**config.mk**
```make
export PLATFORM = sky130hd
export DESIGN_NAME = tcd_cmd_decoder
export DESIGN_NICKNAME = d
export VERILOG_FILES = /design/src/rtl/tcd_pkg.sv /design/src/rtl/tcd_frame_fsm.sv /design/src/rtl/tcd_field_decode.sv /design/src/rtl/tcd_cfg_latch.sv /design/src/rtl/tcd_cmd_decoder.sv
export SDC_FILE = /design/constraint.sdc
export NUM_CORES = 1
export LEC_CHECK = 0
export ABC_CLOCK_PERIOD_IN_PS = 1800
export BUFFER_PORTS_ARGS = -buffer_cell sky130_fd_sc_hd__buf_2
export CAP_MARGIN = 10
export CORE_MARGIN = 1.5
export CORE_UTILIZATION = 50
export CTS_CLUSTER_DIAMETER = 80
export DETAILED_ROUTE_END_ITERATION = 8
export PLACE_DENSITY = 0.76
export SYNTH_ARGS = -nofsm -noshare
export SYNTH_HDL_FRONTEND = slang
export SYNTH_SLANG_ARGS = --single-unit
```
**constraint.sdc**
```tcl
create_clock -name clk -period 1.8 [get_ports clk]
set_input_delay 0.27 -clock clk [delete_from_list [all_inputs] [get_ports clk]]
set_output_delay 0.27 -clock clk [all_outputs]
set_load 0.1 [all_outputs]
```
**src/rtl/tcd_pkg.sv**
```systemverilog
package tcd_pkg;

    typedef enum logic [1:0] {
        ST_IDLE,
        ST_HUNT,
        ST_SHIFT,
        ST_DONE
    } tcd_state_e;

    typedef enum logic [2:0] {
        CH_NONE = 3'd0,
        CH_XP   = 3'd1,
        CH_YP   = 3'd2,
        CH_AUX3 = 3'd3,
        CH_AUX4 = 3'd4
    } tcd_chan_e;

    typedef struct packed {
        tcd_chan_e chan;
        logic      xdrv;
        logic      ydrv;
        logic      res8;
        logic      pwr_dn;
        logic      yneg;
        logic      pen;
    } tcd_cfg_t;

    localparam tcd_cfg_t CFG_RESET = '{
        chan:   CH_NONE,
        xdrv:   1'b0,
        ydrv:   1'b0,
        res8:   1'b0,
        pwr_dn: 1'b1,
        yneg:   1'b1,
        pen:    1'b1
    };

endpackage

```
**src/rtl/tcd_frame_fsm.sv**
```systemverilog
module tcd_frame_fsm
    import tcd_pkg::*;
#(
    parameter int CMD_W = 8
) (
    input  logic             clk,
    input  logic             rst,
    input  logic             cs_n,
    input  logic             din,
    input  logic             seq_ready,
    output logic             word_done,
    output logic [CMD_W-1:0] word_val
);
    localparam int CNT_W = $clog2(CMD_W);
    localparam logic [CNT_W-1:0] LAST = CNT_W'(CMD_W - 1);

    tcd_state_e       state_q, state_d;
    logic [CNT_W-1:0] cnt_q;
    logic [CMD_W-2:0] shreg_q;

    // state register
    always_ff @(posedge clk) begin
        if (rst) state_q <= ST_IDLE;
        else     state_q <= state_d;
    end

    // next state
    always_comb begin
        state_d = state_q;
        if (cs_n) begin
            state_d = ST_IDLE;                              // abort
        end else begin
            unique case (state_q)
                ST_IDLE:  state_d = din ? ST_SHIFT : ST_HUNT; // arm-start / arm
                ST_HUNT:  if (din) state_d = ST_SHIFT;      // start
                ST_SHIFT: if (cnt_q == LAST) state_d = ST_DONE; // complete
                ST_DONE:  if (seq_ready) state_d = ST_HUNT; // rearm
                default:  state_d = ST_IDLE;
            endcase
        end
    end

    // datapath: bit counter and shift register
    always_ff @(posedge clk) begin
        if (rst) begin
            cnt_q   <= '0;
            shreg_q <= '0;
        end else if (!cs_n) begin
            if ((state_q == ST_IDLE || state_q == ST_HUNT) && din) begin
                shreg_q <= (CMD_W-1)'(1);
                cnt_q   <= CNT_W'(1);
            end else if (state_q == ST_SHIFT) begin
                shreg_q <= {shreg_q[CMD_W-3:0], din};
                cnt_q   <= cnt_q + 1'b1;
            end
        end
    end

    assign word_done = !cs_n && (state_q == ST_SHIFT) && (cnt_q == LAST);
    assign word_val  = {shreg_q, din};

    assert_abort_idle_R2: assert property (@(posedge clk) disable iff (rst)
        cs_n |=> (state_q == ST_IDLE));

    assert_cnt_range_R4: assert property (@(posedge clk) disable iff (rst)
        (state_q == ST_SHIFT) |-> (cnt_q >= CNT_W'(1) && cnt_q <= LAST));

    assert_done_stays_R9: assert property (@(posedge clk) disable iff (rst)
        (state_q == ST_DONE && !cs_n && !seq_ready) |=> (state_q == ST_DONE));

    assert_rearm_hunt_R10: assert property (@(posedge clk) disable iff (rst)
        (state_q == ST_DONE && !cs_n && seq_ready) |=> (state_q == ST_HUNT));

endmodule

```
**src/rtl/tcd_field_decode.sv**
```systemverilog
module tcd_field_decode
    import tcd_pkg::*;
#(
    parameter int CMD_W  = 8,
    parameter int CH_W   = 3,
    parameter int MODE_W = 2,
    parameter int PD_W   = 2
) (
    input  logic [CMD_W-1:0] word,
    output tcd_cfg_t         cfg
);
    localparam int PD_LSB = 0;
    localparam int MD_LSB = PD_LSB + PD_W;
    localparam int CH_LSB = MD_LSB + MODE_W;
    localparam int MODE1  = MD_LSB + MODE_W - 1;

    logic [CH_W-1:0] ch_code;
    logic [PD_W-1:0] pd_code;
    logic            unused_bits;

    assign ch_code     = word[CH_LSB +: CH_W];
    assign pd_code     = word[PD_LSB +: PD_W];
    assign unused_bits = ^{word[CMD_W-1], word[MD_LSB +: MODE_W-1]};

    always_comb begin
        cfg = CFG_RESET;
        cfg.xdrv = 1'b0;
        cfg.ydrv = 1'b0;
        case (ch_code)
            3'b001:  begin cfg.chan = CH_XP; cfg.ydrv = 1'b1; end
            3'b101:  begin cfg.chan = CH_YP; cfg.xdrv = 1'b1; end
            3'b010:  cfg.chan = CH_AUX3;
            3'b110:  cfg.chan = CH_AUX4;
            default: cfg.chan = CH_NONE;
        endcase
        cfg.res8 = word[MODE1];
        case (pd_code)
            2'b00:   begin cfg.pwr_dn = 1'b1; cfg.yneg = 1'b1; cfg.pen = 1'b1; end
            2'b01:   begin cfg.pwr_dn = 1'b1; cfg.yneg = 1'b0; cfg.pen = 1'b0; end
            default: begin cfg.pwr_dn = 1'b0; cfg.yneg = 1'b0; cfg.pen = 1'b0; end
        endcase
    end

endmodule

```
**src/rtl/tcd_cfg_latch.sv**
```systemverilog
module tcd_cfg_latch
    import tcd_pkg::*;
(
    input  logic     clk,
    input  logic     rst,
    input  logic     load,
    input  tcd_cfg_t cfg_in,
    output tcd_cfg_t cfg_q,
    output logic     valid_q
);
    always_ff @(posedge clk) begin
        if (rst) begin
            cfg_q   <= CFG_RESET;
            valid_q <= 1'b0;
        end else begin
            valid_q <= load;
            if (load) cfg_q <= cfg_in;
        end
    end

    assert_valid_pulse_R4: assert property (@(posedge clk) disable iff (rst)
        valid_q |=> !valid_q);

    assert_hold_between_R8: assert property (@(posedge clk) disable iff (rst)
        !valid_q |-> $stable(cfg_q));

    assert_drv_excl_R5: assert property (@(posedge clk) disable iff (rst)
        !(cfg_q.xdrv && cfg_q.ydrv));

    assert_pen_needs_pd_R7: assert property (@(posedge clk) disable iff (rst)
        cfg_q.pen |-> (cfg_q.pwr_dn && cfg_q.yneg));

endmodule

```
**src/rtl/tcd_cmd_decoder.sv**
```systemverilog
module tcd_cmd_decoder
    import tcd_pkg::*;
#(
    parameter int CMD_W  = 8,
    parameter int CH_W   = 3,
    parameter int MODE_W = 2,
    parameter int PD_W   = 2
) (
    input  logic       clk,
    input  logic       rst,
    input  logic       cs_n,
    input  logic       din,
    input  logic       seq_ready,
    output logic [2:0] chan_id,
    output logic       xdrv_en,
    output logic       ydrv_en,
    output logic       res_8bit,
    output logic       pwr_dn,
    output logic       yneg_on,
    output logic       pen_irq_en,
    output logic       cmd_valid
);
    logic             word_done;
    logic [CMD_W-1:0] word_val;
    tcd_cfg_t         cfg_dec, cfg_q;

    tcd_frame_fsm #(.CMD_W(CMD_W)) frame_i (
        .clk(clk), .rst(rst), .cs_n(cs_n), .din(din), .seq_ready(seq_ready),
        .word_done(word_done), .word_val(word_val)
    );

    tcd_field_decode #(.CMD_W(CMD_W), .CH_W(CH_W), .MODE_W(MODE_W), .PD_W(PD_W)) dec_i (
        .word(word_val), .cfg(cfg_dec)
    );

    tcd_cfg_latch latch_i (
        .clk(clk), .rst(rst), .load(word_done), .cfg_in(cfg_dec),
        .cfg_q(cfg_q), .valid_q(cmd_valid)
    );

    assign chan_id    = cfg_q.chan;
    assign xdrv_en    = cfg_q.xdrv;
    assign ydrv_en    = cfg_q.ydrv;
    assign res_8bit   = cfg_q.res8;
    assign pwr_dn     = cfg_q.pwr_dn;
    assign yneg_on    = cfg_q.yneg;
    assign pen_irq_en = cfg_q.pen;

    assert_valid_in_frame_R2: assert property (@(posedge clk) disable iff (rst)
        cmd_valid |-> !$past(cs_n));

endmodule

```
==> results of run 1 <==
layout by cell type (no fill, tap or decap), types with 2 or more instances in the layout:
| cell type | instances |
|---|---|
| sky130_fd_sc_hd__a211o_1 | 2 |
| sky130_fd_sc_hd__or3_1 | 2 |
| sky130_fd_sc_hd__mux2_2 | 2 |
| sky130_fd_sc_hd__nor2_1 | 7 |
| sky130_fd_sc_hd__ha_1 | 6 |
| sky130_fd_sc_hd__o21ai_0 | 2 |
| sky130_fd_sc_hd__mux2i_1 | 8 |
| sky130_fd_sc_hd__nand2_1 | 8 |
| sky130_fd_sc_hd__a211oi_1 | 2 |
| sky130_fd_sc_hd__buf_4 | 2 |
| sky130_fd_sc_hd__dfxtp_1 | 20 |
| sky130_fd_sc_hd__nor2b_1 | 3 |
| sky130_fd_sc_hd__nor3_1 | 3 |
| sky130_fd_sc_hd__nand3b_1 | 3 |
| sky130_fd_sc_hd__nand2b_1 | 7 |
| sky130_fd_sc_hd__or4b_1 | 2 |
| sky130_fd_sc_hd__buf_2 | 14 |
| sky130_fd_sc_hd__clkbuf_4 | 3 |
| sky130_fd_sc_hd__a2111oi_0 | 2 |
| sky130_fd_sc_hd__a21oi_1 | 4 |
| sky130_fd_sc_hd__inv_1 | 7 |
repair_timing:
item,4_1_cts,5_1_grt
setup endpoints to repair,0,1
gates resized for setup,0,0
setup buffers,0,1
path summary, 6_finish.rpt:
kind              slack [ns]                  to  cells past startpoint                from
setup / recovery        0.12  frame_i.shreg_q[4]                      5  frame_i.state_q[0]
hold / removal          0.35    latch_i.cfg_q[5]                      2                 rst
setup reg to reg        0.12  frame_i.shreg_q[4]                      5  frame_i.state_q[0]
hold reg to reg         0.46    latch_i.cfg_q[8]                      2    latch_i.cfg_q[8]
report_power, final:
| part | switching [mW] | total (mW) | internal (mW) |
|---|---|---|---|
| logic | 0.0507 | 0.0893 | 0.0385 |
| registers | 0.00904 | 0.460 | 0.451 |
| clock network | 0.129 | 0.252 | 0.123 |
cells by family (layout without fill, tap and decap cells):
group / count (synthesis) / after routing / synth area share
mux: 11 / 11 / 0.113
simple gates: 38 / 38 / 0.223
buf+inv: 13 / 28 / 0.0546
fa+ha+maj: 6 / 6 / 0.0744
xor+xnor: 1 / 1 / 0.00869
flops: 20 / 20 / 0.397
compound gates: 18 / 18 / 0.129
Yosys cell counts (all sizes together):
cell / number / area, sq um
xnor2: 1 / 8.76
nor3: 3 / 15.0
inv: 8 / 30.0
a21oi: 5 / 28.8
buf: 3 / 17.5
nor3b: 1 / 7.51
nor2: 7 / 26.3
nand2: 8 / 30.0
a21o: 1 / 7.51
clkbuf: 2 / 7.51
nand2b: 7 / 43.8
or3: 2 / 12.5
nand3b: 4 / 42.5
mux2: 3 / 33.8
a222oi: 1 / 10.0
o311ai: 1 / 8.76
and3b: 1 / 8.76
a2111oi: 2 / 17.5
a211o: 2 / 17.5
nor2b: 3 / 18.8
a211oi: 2 / 15.0
ha: 6 / 75.1
or4b: 2 / 20.0
o21a: 1 / 7.51
o21bai: 1 / 7.51
o21ai: 2 / 10.0
dfxtp: 20 / 400
mux2i: 8 / 80.1
cell type report:
| type | count | area, sq um | area share |
|---|---|---|---|
| clock buffers | 4 | 36.3 | 0.0319 |
| inverters | 8 | 30.0 | 0.0264 |
| multi-input cells | 74 | 553 | 0.486 |
| flip-flops and latches | 20 | 400 | 0.352 |
| well taps | 27 | 33.8 | 0.0297 |
| repair buffers | 16 | 85.1 | 0.0747 |
state kept, by name, indices dropped and copies added, names as in the netlist:
signal / flops
latch_i.cfg_q: 8
frame_i.shreg_q: 6
frame_i.cnt_q: 3
frame_i.state_q: 2
latch_i.valid_q: 1
per-stage QoR:
step | power, mW | utilization | std cells | setup WS (ns)
2_1_floorplan | 0.534 | - | 107 | 0.156
3_3_place_gp | 0.551 | 0.570 | 144 | 0.184
3_5_place_dp | 0.556 | 0.570 | 144 | 0.149
4_1_cts | 0.809 | 0.589 | 148 | 0.108
5_1_grt | 0.849 | 0.592 | 149 | 0.00909
6_report | 0.801 | 0.592 | 149 | 0.117
routing by layer:
layer | track usage | wire [microns]
met1 | 0.217 | 824
met2 | 0.293 | 904
met3 | 0.0491 | 35
met4 | 0.0703 | 19
met5 | 0 | 0
==> results list, run 1 <==
- The flow ran to the end, and the final reports show no timing, DRC or antenna violations.
- PwrDens: 703 nW/um^2
* Number of unique standard cell types used by synthesis: 33
- Post-layout minimum cycle time: about 1.7 ns
- On the final layout, the worst hold slack is 0.352 ns.
* Setup total negative slack: 0 ns
- The slowest stage of the critical path is the sky130_fd_sc_hd__dfxtp_1 cell.
* DP Wirelength: 1.36 mm
* Post-detailed-route via-to-cell ratio: a little over 5
- Largest fanout on the critical path: 6
- After routing the design area is 1140 sq um.
* Tcrit/Tclk final: 0.935
- Number of inserted diodes: 0
- Counting every instance in the synthesized netlist gives 107.
* Routability Congestion: 0.786
- The number of pins exceeding their max-slew limit in the final report was 0.
- After detailed routing, the average wire length per cell comes to about 12 microns.
- Initial antenna violation count: 0
- During placement, the flow inserted port buffers numbering 14.
- Clock latency on the worst-skew pair: 0.29 ns
- The floorplan step defined a die boundary enclosing 2300 sq um.
* Number of hold buffers added after cts: 0
- Clock tree from TritonCTS: done
* Synth warn: 0
- Final routed DRC violation total: 0
* Number of buffers created by CTS: 3
* Die Y: roughly 48 microns
- Area Growth Syn to Fin: 12.9%
- For this configuration, the core starts out at a cell density of 0.525.
* Crit Path Class: reg2reg
- Together, buffers and inverters on the worst path number 1.
* Number of antenna-violating nets in the routed design: 0
- Max Root-Sink Buffers: 2
- Pin placement for this block handled 15 I/O pins.
- Entering global routing, the biggest net connects 23 pins.
* Slew @ Worst Pin: 0.531 ns
- Root buf cell: sky130_fd_sc_hd__clkbuf_4
- At the worst endpoint, the required time is 2.03 ns.
- Final setup skew: 0.00189 ns
- Arrival time of the worst setup path: 1.91 ns
- Synthesized flop and latch total: 20
- The worst setup path is launched from a flop.
- Clock sink count: 20
* Endpoint class of the critical path: flop
- Number of nets in the finished design: 134
- WL final: 1.78 mm
- In this run the number of H-tree levels came out at 1.
* Number of hold-slack violations in the final timing report: 0
- Row count: 16
* Total via count in the routed design: 773
- First-pass iteration count of the detailed router: 4
- Instance area after placement: 1090 sq um
* Sequential share of the synthesized area: 0.397
* Biggest cell delay along the critical path: approximately 0.43 ns
- The region available for standard cell placement spans 1920 sq um.
- Post-synthesis average cell area: 9.42 sq um
* Chip width: 47.9 microns
- Layout fillers: 183
* Initial drt markers: 13
* Maximum vdd drop: between 0.4 and 0.5 mV
* Hold Crit Class: in2reg
- Count of endpoints failing setup in the final report: 0
* CP delay by family, top: compound AO/OA/AOI/OAI gates
- Share of layout cells above drive strength 1: 0.205
- Across every metal layer, demand over resource in global routing totals 0.177.
* Number of nets produced by synthesis: around 120
* Number of global-route vias before repair: about 670
- Walking the worst path, the cells encountered are inv_1 -> ha_1 -> o21a_1 -> a2111oi_0 -> o21bai_1.
- For this run, the top clock speed supported by timing is 594 MHz.
- Clock-pin slew reported for the worst setup and hold paths after clock tree synthesis: 0.11 ns
* Wire length of the first global-routing pass: 2.82 mm
* Overflow left after global routing: 0
- The tool flagged a number of max-cap violations equal to 0.
* Area of the mapped netlist: slightly above 1000 sq um
- Setup repair after global routing left no endpoint under its margin.
* Worst max-slew margin expressed relative to the limit: 0.642
* Leak pwr: 0.524 nW
Power figures use the tool's default switching activity.
==> run 2: changes to the inputs <==
ABC_CLOCK_PERIOD_IN_PS = 2000   (was 1800)
clock period = 2 ns   (was 1.8 ns; I/O delays follow)
==> run 2 against run 1 <==
Net effect:
- clock power shrank 25%
- utilization fell by 1.5 points
- design area decreased by 2.5%
- total power fell by 15%
- sequential power decreased by 10%
- count of clock-buffer cells in the layout fell by 1
- routed wire length shrank 3.2%
- register-to-register slack gained 0.22 ns
- non-clock buffer count is 2 lower
- cell count decreased by 2.0%
- via count increased by 0.65%
- largest power group unchanged
- highest routed layer unchanged
==> results list, run 2 (synthesis gave the netlist of run 1 again) <==
- Number of hold buffers added after cts: 0 (unchanged)
- The post-layout instance area is 1110 sq um (-2.5%).
* Maximum clock frequency: 601 MHz (+1.2%)
* Core area: 1920 sq um (unchanged)
- Number of global-route vias before repair: 654 (-3.0%)
- The number of setup violations in the final report came to 0 (unchanged).
- Maximum number of pins on one net before global-route repair: 23 (unchanged)
- Clock latency on the worst-skew pair: 0.30 ns (about the same)
- First-pass iteration count of the detailed router: 4 (unchanged)
- Layout fillers: 182 (-0.55%)
* Worst max-slew margin expressed relative to the limit: 0.631 (-0.0112)
- The number of flip-flops in the largest register came to 8 (unchanged).
- The number of hold-slack violations in the final timing report came to 0 (unchanged).
- Root buf cell: sky130_fd_sc_hd__clkbuf_4
- Instance area after placement: 1090 sq um (-0.69%)
- Largest fanout on the critical path: 7 (+1)
* Routed met3 length: 64 microns (+83%)
* Leak pwr: 0.509 nW (-2.9%)
- Chip width: 47.9 microns (unchanged)
- Setup repair after global routing left no endpoint under its margin.
- The critical path starts at frame_i.state_q[1].
- Total via count in the routed design: 778 (+0.65%)
- The maximum buffer depth of the clock tree is 2 (unchanged).
- Launch instance of the worst register-to-register path: frame_i.state_q[1]
* Share of layout cells above drive strength 1: 0.185 (-0.0200)
* Launching element type of the critical path: flop
- TritonCTS built the clock tree.
- Relative to the synthesized area, the layout overhead comes to 10.0%.
- WL final: 1.73 mm (-3.2%)
- The worst setup path is captured at a flop.
* Number of buffers inserted by post-CTS setup repair: 0 (unchanged)
- Post-detailed-route via-to-cell ratio: 5.33 (+2.7%)
- Htree depth: 1 (unchanged)
- Tcrit/Tclk final: 0.831 (-0.103)
- The initial antenna violation count came to 0 (unchanged).
- The reg2reg setup slack was 0.34 ns (+0.22 ns).
* Routability Congestion: 0.783 (-0.34%)
- Reg-to-reg endpoint: frame_i.cnt_q[0]
- The count of antenna-violating nets left after detailed routing was 0 (unchanged).
* PwrDens: 613 nW/um^2 (-13%)
- Routed len/inst: 11.8 microns (-1.2%)
- The overall track demand over capacity in global routing is 0.170 (-0.00752).
- Clock-pin slew reported for the worst setup and hold paths after clock tree synthesis: 0.11 ns (about the same)
- The data required time of the critical path came to 2.18 ns (+0.15 ns).
- Highest routing layer actually used: met4
- DP Wirelength: 1.25 mm (-8.3%)
- Overflow left after global routing: 0 (unchanged)
* Post-layout minimum cycle time: 1.66 ns (-0.0198 ns)
* Max-cap violations: 0 (unchanged)
- Row count: 16 (unchanged)
- Clock sink count: 20 (unchanged)
- The initial standard-cell utilization of the core came to 0.525 (unchanged).
- The largest registers in the layout are latch_i.cfg_q: 8 flops, frame_i.shreg_q: 6 flops, frame_i.cnt_q: 3 flops.
- Number of input and output port buffers inserted: 14 (unchanged)
- The data arrival time of the worst path came to 1.84 ns (-0.07 ns).
- The number of violations reported at the end of detailed-routing iteration 0 came to 16 (+3).
* Final routed DRC violation total: 0 (unchanged)
- The number of inserted diodes is 0 (unchanged).
* Setup total negative slack: 0 ns (unchanged)
- Post-Route M1 WL: 850 microns (+3.2%)
- In the layout the commonest cells are 20 x sky130_fd_sc_hd__dfxtp_1, 14 x sky130_fd_sc_hd__buf_2, 8 x sky130_fd_sc_hd__mux2i_1, 8 x sky130_fd_sc_hd__nand2_1.
* Number of top-level pins: 15 (unchanged)
- Capture point of the critical path: frame_i.cnt_q[0]
* Crit Path Class: reg2reg
- Maximum vdd drop: 0.250 mV (-49%)
- The post-cts resize count is 0 (unchanged).
* Met2 WL: 797 microns (-12%)
- Slew @ Worst Pin: 0.554 ns (+0.0224 ns)
- The total clock buffers created by CTS was 3 (unchanged).
* Biggest register: latch_i.cfg_q
* Commonest non-fill, non-tap cell in the layout: sky130_fd_sc_hd__dfxtp_1
- The clock skew after layout came to 0.00309 ns (+0.00121 ns).
- The path class of the tightest hold or removal check is in2reg.
- Slew Limit Fails: 0 (unchanged)
- The run finished with clean final reports.
- The die area was 2300 sq um (unchanged).
- Die Y: 47.9 microns (unchanged)
- The number of cells traversed by the worst register-to-register path was 5 (unchanged).
- The number of nets in the final layout came to 132 (-1.5%).
* Wire length of the first global-routing pass: 2.70 mm (-4.4%)
[run 2: changes by cell type in the layout (fill, tap and decap cells not counted)]
cell                       change
sky130_fd_sc_hd__clkbuf_8      -1
sky130_fd_sc_hd__buf_4         -2
[run 2: through the flow]
| step | setup slack [ns] | total power [mW] | util | instances | hold WS [ns] |
|---|---|---|---|---|---|
| 6_report | 0.337 | 0.681 | 0.577 | 146 | 0.379 |
| 5_1_grt | 0.161 | 0.706 | 0.577 | 146 | 0.403 |
| 4_1_cts | 0.335 | 0.685 | 0.577 | 146 | 0.375 |
| 3_5_place_dp | 0.339 | 0.499 | 0.566 | 143 | 0.441 |
| 3_3_place_gp | 0.413 | 0.496 | 0.566 | 143 | 0.434 |
| 2_1_floorplan | 0.326 | 0.480 | - | 107 | 0.452 |
[run 2: cell type report]
cell class | instances | area [sq um] | area share
Clock buffer | 3 | 22.5 | 0.0203
Tap cell | 27 | 33.8 | 0.0304
Inverter | 8 | 30.0 | 0.0271
Timing Repair Buffer | 14 | 70.1 | 0.0631
Multi-Input combinational cell | 74 | 553 | 0.498
Sequential cell | 20 | 400 | 0.361
[run 2: worst min-delay path by stage]
stage | slack (ns) | endpoint | cells after the start | from
CTS | 0.38 | frame_i.shreg_q[0] | 3 | din
global route | 0.40 | latch_i.cfg_q[3] | 2 | rst
finish | 0.38 | latch_i.cfg_q[5] | 2 | rst
global placement | 0.43 | latch_i.cfg_q[6] | 2 | latch_i.cfg_q[6]
floorplan | 0.45 | latch_i.cfg_q[3] | 2 | frame_i.shreg_q[2]
detailed placement | 0.44 | latch_i.cfg_q[6] | 2 | latch_i.cfg_q[6]
[run 2: worst max-delay path: stages, from the launching register on]
cell	delay, ns
sky130_fd_sc_hd__dfxtp_1	0.46
sky130_fd_sc_hd__inv_1	0.10
sky130_fd_sc_hd__ha_1	0.25
sky130_fd_sc_hd__o21a_1	0.25
sky130_fd_sc_hd__a2111oi_0	0.39
sky130_fd_sc_hd__a211oi_1	0.10
[run 2: report_power, final]
part	leakage [nW]	total, mW	switching, mW	internal (mW)
logic	0.333	0.0768	0.0445	0.0323
registers	0.162	0.414	0.00886	0.406
clock network	0.0138	0.189	0.119	0.0702
[run 2: layer usage]
| layer | track usage | vias to the layer above |
|---|---|---|
| met5 | 0 | - |
| met4 | 0.0649 | 0 |
| met3 | 0.0453 | 2 |
| met2 | 0.299 | 16 |
| met1 | 0.195 | 364 |
| li1 | - | 396 |
